### src/rtl/alu_pkg.sv
package alu_pkg;

    typedef enum logic [2:0] {
        FN_ADD = 3'b000,
        FN_INC = 3'b001,
        FN_AND = 3'b010,
        FN_OR  = 3'b011,
        FN_XOR = 3'b100,
        FN_NOT = 3'b101,
        FN_ROL = 3'b110,
        FN_RSV = 3'b111
    } alu_fn_e;

    typedef struct packed {
        logic carry;
        logic zero;
        logic sign;
    } cc_t;

    typedef struct packed {
        cc_t cc;
    } alu_state_t;

endpackage

### src/rtl/alu_adder.sv
module alu_adder #(
    parameter int WIDTH = 8
) (
    input  logic [WIDTH-1:0] a_in,
    input  logic [WIDTH-1:0] b_in,
    input  logic             cin,
    output logic [WIDTH-1:0] sum,
    output logic             cout
);
    logic [WIDTH:0] chain;

    assign chain[0] = cin;

    for (genvar i = 0; i < WIDTH; i++) begin : g_fa
        assign sum[i]     = a_in[i] ^ b_in[i] ^ chain[i];
        assign chain[i+1] = (a_in[i] & b_in[i]) | (chain[i] & (a_in[i] ^ b_in[i]));
    end

    assign cout = chain[WIDTH];
endmodule

### src/rtl/alu_logic.sv
module alu_logic
    import alu_pkg::*;
#(
    parameter int WIDTH = 8
) (
    input  logic [WIDTH-1:0] b_in,
    input  logic [WIDTH-1:0] c_in,
    input  alu_fn_e          fsel,
    output logic [WIDTH-1:0] res
);
    logic [WIDTH-1:0] rotated;

    assign rotated[0] = b_in[WIDTH-1];
    for (genvar i = 1; i < WIDTH; i++) begin : g_rot
        assign rotated[i] = b_in[i-1];
    end

    always_comb begin
        res = '0;
        unique case (fsel)
            FN_AND:  res = b_in & c_in;
            FN_OR:   res = b_in | c_in;
            FN_XOR:  res = b_in ^ c_in;
            FN_NOT:  res = ~b_in;
            FN_ROL:  res = rotated;
            default: res = '0;
        endcase
    end
endmodule

### src/rtl/alu_flags.sv
module alu_flags
    import alu_pkg::*;
#(
    parameter int WIDTH = 8
) (
    input  logic [WIDTH-1:0] res,
    input  logic             carry_in,
    output cc_t              flags
);
    always_comb begin
        flags.carry = carry_in;
        flags.zero  = ~|res;
        flags.sign  = res[WIDTH-1];
    end
endmodule

### src/rtl/fcode_alu.sv
module fcode_alu
    import alu_pkg::*;
#(
    parameter int WIDTH = 8
) (
    input  logic             clk,
    input  logic             rst_n,
    input  logic [WIDTH-1:0] opnd_b,
    input  logic [WIDTH-1:0] opnd_c,
    input  logic [2:0]       func,
    input  logic             bus_en,
    input  logic             load_cc,
    output logic [WIDTH-1:0] bus_data,
    output logic             bus_valid,
    output logic             cc_carry,
    output logic             cc_zero,
    output logic             cc_sign
);
    alu_fn_e          fsel;
    logic             is_arith;
    logic [WIDTH-1:0] add_rhs;
    logic             add_cin;
    logic [WIDTH-1:0] add_sum;
    logic             add_cout;
    logic [WIDTH-1:0] logic_res;
    logic [WIDTH-1:0] result;
    logic             carry_raw;
    cc_t              flags_now;
    alu_state_t       state_d;
    alu_state_t       state_q;

    assign fsel = alu_fn_e'(func);

    always_comb begin
        is_arith = (fsel == FN_ADD) || (fsel == FN_INC);
        add_rhs  = (fsel == FN_INC) ? '0 : opnd_c;
        add_cin  = (fsel == FN_INC);
    end

    alu_adder #(.WIDTH(WIDTH)) u_add (
        .a_in (opnd_b),
        .b_in (add_rhs),
        .cin  (add_cin),
        .sum  (add_sum),
        .cout (add_cout)
    );

    alu_logic #(.WIDTH(WIDTH)) u_log (
        .b_in (opnd_b),
        .c_in (opnd_c),
        .fsel (fsel),
        .res  (logic_res)
    );

    always_comb begin
        result    = is_arith ? add_sum : logic_res;
        carry_raw = is_arith & add_cout;
    end

    alu_flags #(.WIDTH(WIDTH)) u_flg (
        .res      (result),
        .carry_in (carry_raw),
        .flags    (flags_now)
    );

    always_comb begin
        state_d = state_q;
        if (load_cc) begin
            state_d.cc = flags_now;
        end
    end

    always_ff @(posedge clk or negedge rst_n) begin
        if (!rst_n) begin
            state_q <= '0;
        end else begin
            state_q <= state_d;
        end
    end

    always_comb begin
        bus_data  = bus_en ? result : '0;
        bus_valid = bus_en;
        cc_carry  = state_q.cc.carry;
        cc_zero   = state_q.cc.zero;
        cc_sign   = state_q.cc.sign;
    end

    AST_BUS_IDLE_ZERO: assert property (@(posedge clk) disable iff (!rst_n)
        !bus_en |-> (bus_data == '0) && !bus_valid);

    AST_CC_HOLD: assert property (@(posedge clk) disable iff (!rst_n)
        !load_cc |=> $stable({cc_carry, cc_zero, cc_sign}));

    AST_LOGIC_NO_CARRY: assert property (@(posedge clk) disable iff (!rst_n)
        load_cc && (func[2] || func[1]) |=> !cc_carry);

    AST_RSV_ZERO: assert property (@(posedge clk) disable iff (!rst_n)
        (func == 3'b111) && bus_en |-> (bus_data == '0));

    AST_ZERO_LATCH: assert property (@(posedge clk) disable iff (!rst_n)
        load_cc && bus_en |=> cc_zero == ($past(bus_data) == '0));

    AST_INC_WRAP: assert property (@(posedge clk) disable iff (!rst_n)
        load_cc && (func == 3'b001) && (&opnd_b) |=> cc_carry && cc_zero);
endmodule

### config.mk
export PLATFORM = sky130hd
export DESIGN_NAME = fcode_alu
export DESIGN_NICKNAME = d
export VERILOG_FILES = /design/src/rtl/alu_pkg.sv /design/src/rtl/alu_adder.sv /design/src/rtl/alu_logic.sv /design/src/rtl/alu_flags.sv /design/src/rtl/fcode_alu.sv
export SDC_FILE = /design/constraint.sdc
export NUM_CORES = 1
export LEC_CHECK = 0
export BUFFER_PORTS_ARGS = -buffer_cell sky130_fd_sc_hd__buf_2
export CORE_MARGIN = 2
export CORE_UTILIZATION = 51
export DETAILED_ROUTE_END_ITERATION = 16
export GPL_TIMING_DRIVEN = 0
export PLACE_DENSITY_LB_ADDON = 0.05
export SLEW_MARGIN = 40
export SYNTH_ARGS = -nofsm -noshare
export SYNTH_HDL_FRONTEND = slang
export SYNTH_SLANG_ARGS = --single-unit
### constraint.sdc
create_clock -name clk -period 5.9 [get_ports clk]
set_clock_uncertainty 0.15 [all_clocks]
set_input_delay 0.295 -clock clk [delete_from_list [all_inputs] [get_ports clk]]
set_output_delay 0.295 -clock clk [all_outputs]
set_load 0.05 [all_outputs]
# Word level (Yosys, flattened, before mapping)
# Cells that the tools add are included.
# Widths: inputs -> output; s select.
# op_classes
bitwise_logic,45
muxes,4
reduce_logical,4
n_eq_ne,6
# ops
op,n
$pmux 8 s5,1
$mux 8,3
$and 1x1->1,17
$xor 1x1->1,16
$eq 3x3->1 const B,3
$and 8x8->8,1
$not 8->8,1
$or 1x1->1,8
$or 8x8->8,1
$reduce_or 8->1,1
$xor 8x8->8,1
$eq 3x2->1 const B,2
$eq 3x1->1 const B,1
$logic_not 3->1,1
$logic_not 1->1,1
$logic_or 1x1->1,1
# totals
ff_bits,3
input_bits,23
wordCells,62

# Logic depth before layout (Yosys ltp)
# logic_depth
depth_word,21
depth_mapped,18

# Hierarchy
# From an unflattened synthesis, not the netlist that was laid out.
# hier_totals
cells_unflattened,154
area_unflattened_um2,1332.5
# by_module_without_submodules
mod,instances,area_each_um2,cells_each,seq_area_each_um2
alu_logic,1,639.4,78,0.0
fcode_alu,1,461.7,53,75.1
alu_adder,1,197.7,18,0.0
alu_flags,1,33.8,5,0.0

# Worst setup path before layout
# Ideal clock, no wire load.
# synth_path
path_type,input to output
start,in func[1]
end,out bus_data[7]
path_slack_ns,0.590
path_buffers,2
stages,17
t_arrival_ns,4.865
required_time_ns,5.455
cell_sequence,clkbuf_1 or2_2 clkbuf_1 nand2_1 fa_1 fa_1 fa_1 fa_1 fa_1 inv_1 fa_1 inv_1 fa_1 inv_1 fa_1 mux4_2 and2_1
# synth_via
elab_chain_len,20
# synth_lines
element,line,rtl
start: declaration,fcode_alu.sv:10,"input logic [2:0] func,"
$eq 3x1->1,"fcode_alu.sv:35, fcode_alu.sv:36, fcode_alu.sv:37",
$mux 8,fcode_alu.sv:36,add_rhs = (fsel == FN_INC) ? '0 : opnd_c;
$xor 1x1->1,alu_adder.sv:16,assign chain[i+1] = (a_in[i] & b_in[i]) | (chain[i] & (a_in[i] ^ b_in[i]));
$and 1x1->1,alu_adder.sv:16,
$or 1x1->1,alu_adder.sv:16,
$and 1x1->1,alu_adder.sv:16,
$or 1x1->1,alu_adder.sv:16,
$and 1x1->1,alu_adder.sv:16,
[4 not listed],--,
$or 1x1->1,alu_adder.sv:16,
$and 1x1->1,alu_adder.sv:16,
$or 1x1->1,alu_adder.sv:16,
$and 1x1->1,alu_adder.sv:16,
$or 1x1->1,alu_adder.sv:16,
$xor 1x1->1,alu_adder.sv:15,assign sum[i] = a_in[i] ^ b_in[i] ^ chain[i];
$mux 8 *,fcode_alu.sv:56,result = is_arith ? add_sum : logic_res;
$mux 8 *,fcode_alu.sv:82,bus_data = bus_en ? result : '0;
end: declaration,fcode_alu.sv:13,"output logic [WIDTH-1:0] bus_data,"
# Every way passes the cells marked *; elsewhere a longest branch is shown, timed or not.

# Worst setup path after layout
# layout_path
start,in func[0]
end,out bus_data[7]
# Same word-level chain as after synthesis.

==> summary.md <==
| Metric | Value |
|---|---|
| DP Worst Slack | -0.1455 ns |
| DRC Markers | 0 |
| Status | complete, no violations |
| Fin crit share | 0.9542 |
| Die width | 50.52 um |
| Layout cell share with drive strength beyond 1 | 0.2989 |
| Post-synth EDFFs | 0 |
| GR Util met2 | 0.3904 |
| Worst Path Required | 5.45 ns |
| Synth warnings | 0 |
| Max clock buf depth | 2 |
| CORE AREA | 0.002002 mm2 |
| Setup Viol. Count Final | 0 |
| Fin util | 0.6700 |
| Fin. max-slew vios | 0 |
| Critical path class | in -> out |
| Hold Path Class | in -> reg |
| FF-to-FF setup slack | 5.02 ns |
| Leakage power | 0.7613 nW |
| Clock latency on the worst-skew pair | 0.24 ns |
| Die Height | 50.52 um |
| Post-route setup slack | 0.2705 ns |
| Worst-Margin Slew | 0.5144 ns |
| CTS root buf | clkbuf_4 |
| I/O Buffers | 34 |
| Gr usage total | 0.2315 |
| Commonest non-fill, non-tap cells in the layout | buf_2 (38), inv_1 (22), nand2_1 (16), ha_1 (16), nor2_1 (15) |
| H-Tree Depth | 1 |
| Pwr dens | 138.2 mW/mm2 |
| Ys flop type | dfrtp_1 |
| GR peak layer | met2 |
| DR WL/cell | 12.66 um |
| Slew Limit Headroom | 0.6564 |
| Vias in the first global route | 1035 |
| RSZ-0062 raised after global routing | no |
| Initial Util | 0.5512 |
| Largest net degree at the start of global routing | 11 |
| Number of max-cap violations | 0 |
| Ant. Diodes | 0 |
| GPL Wtd Cong | 0.8505 |
| #FFs+latches synth | 3 |
| Ys async rst share | 1.000 |
| Leading cell type in the layout, fill and taps excluded | buf_2 |
| Post-synthesis sequential area ratio | 0.06803 |
| Iteration-0 DRC Markers | 9 |
| R2r worst-path depth | 1 |
| Hold path cells | 2 |
| Initial antenna violation count | 0 |
| Library cells used by synthesis | 37 |
| GR Overflow Total | 0 |
| Vias | 1062 |
| Clock slew at the register clock pins of the worst setup and hold paths | 0.04 ns |
| CP Launch Type | primary input |
| Met1 usage in global routing | 0.3067 |
| Syn nets | 183 |
| Peak VDD IR | 0.00009040 V |
| Vias per inst | 5.284 |
| Met3 usage | 0.02083 |
| IO Count | 35 |
| Post-route ant nets | 0 |
| WL final | 2.544 mm |
| Total CTS buffers | 3 |
| Synth-to-Final Area Change | 21.54% |
| Critical path peak fanout | 9 |
| Cells after Synth | 136 |
| Die area | 0.002552 mm2 |
| CTS tree | yes |
| Rows | 16 |
| Fin nets | 222 |
| Post-Syn Area | 0.001104 mm2 |
| WP data arrival | 5.18 ns |
| Hpwl dp | 2.104 mm |
| Fmax | 177.6 MHz |
| Final min period | 5.630 ns |
| Drt first pass iters | 4 |
| Clock sink total | 3 |
| Worst setup EP type | output pin |
| Final hold vios | 0 |
| First-pass GRT wire length | 4.533 mm |
| Syn_area_per_cell | 8.114 um2 |
[per-layer routing]
layer,vias up,share of wire
met5,-,0
met4,0,0.011
met3,4,0.038
met2,26,0.48
met1,495,0.47
li1,537,-
[path summary, 6_finish.rpt]
path,start,end
min in group asynchronous,rst_n,cc_carry$_DFFE_PN0P_
max in group asynchronous,rst_n,cc_zero$_DFFE_PN0P_
setup / recovery,func[0],bus_data[7]
hold reg to reg,cc_zero$_DFFE_PN0P_,cc_zero$_DFFE_PN0P_
hold / removal,load_cc,cc_carry$_DFFE_PN0P_
setup reg to reg,cc_sign$_DFFE_PN0P_,cc_sign$_DFFE_PN0P_
[kinds of logic (layout without fill, tap and decap cells)]
logic type | count (synthesis) | count (layout) | share of synthesized area
AOI/OAI and AO/OA | 23 | 23 | 0.1735
muxes | 9 | 9 | 0.1100
and+or+nand+nor | 46 | 46 | 0.2086
adders and majority gates | 24 | 24 | 0.3265
DFF | 3 | 3 | 0.06803
buffers and inverters | 31 | 69 | 0.1134
[repair_timing]
item / in CTS / in global routing
hold buffers: 1 / 0
gates resized for setup: 0 / 2
setup buffers: 0 / 0
endpoints found under the hold margin: 3 / 0
setup endpoints to repair: 1 / 1
[metrics by stage]
stage	cell area [um2]	hold slack (ns)	instances	power [mW]	TNS [ns]
detailed placement	1308	-0.05775	197	0.1474	-0.1455
global route	1341	0.1910	201	0.2039	0
floorplan	1104	-0.1506	136	0.1124	0
CTS	1340	0.1470	201	0.1871	0
finish	1341	0.1506	201	0.1854	0
global placement	1308	-0.05970	197	0.1432	-0.05113
[cell usage after synthesis, types with 2 or more instances]
cell type  count  share of area
dfrtp_1        3          0.068
o221ai_1       3          0.024
mux4_2         2          0.041
nand3_1        2         0.0091
o211a_1        3          0.027
mux2i_1        5          0.045
nor2_1        15          0.051
buf_2          4          0.018
and2_1         5          0.028
nand3b_1       2          0.014
nand2_1       16          0.054
fa_1           8           0.15
o21ai_0        3          0.014
clkbuf_1       3          0.010
inv_1         22          0.075
ha_1          16           0.18
a21oi_1        4          0.018
[state kept, by name, summed over array words and instances (netlist names)]
name	flops
cc_carry	1
cc_sign	1
cc_zero	1
[report_power, final]
group          switching [mW]  internal [mW]
Combinational          0.0776         0.0460
Sequential           0.000747         0.0227
Clock                  0.0129         0.0255
[final cells by class]
| type | instances | area (um2) |
|---|---|---|
| Timing Repair Buffer | 35 | 180.2 |
| Inverter | 23 | 86.33 |
| Buffer | 7 | 36.28 |
| Fill cell | 192 | 660.6 |
| Multi-Input combinational cell | 102 | 903.4 |
| Sequential cell | 3 | 75.07 |
| Clock buffer | 4 | 26.28 |
| Tap cell | 27 | 33.78 |
[critical path: stages]
cell and delay, ns:
buf_2 0.14, or2b_1 0.29, or2_2 0.40, fa_1 0.41
fa_1 0.39, fa_1 0.39, fa_1 0.40, fa_1 0.37
inv_1 0.09, fa_1 0.17, inv_1 0.05, fa_1 0.40
inv_1 0.10, fa_1 0.42, mux4_2 0.50, and2_1 0.17
buf_2 0.20
No activity file was read; power rests on OpenSTA's default activity.
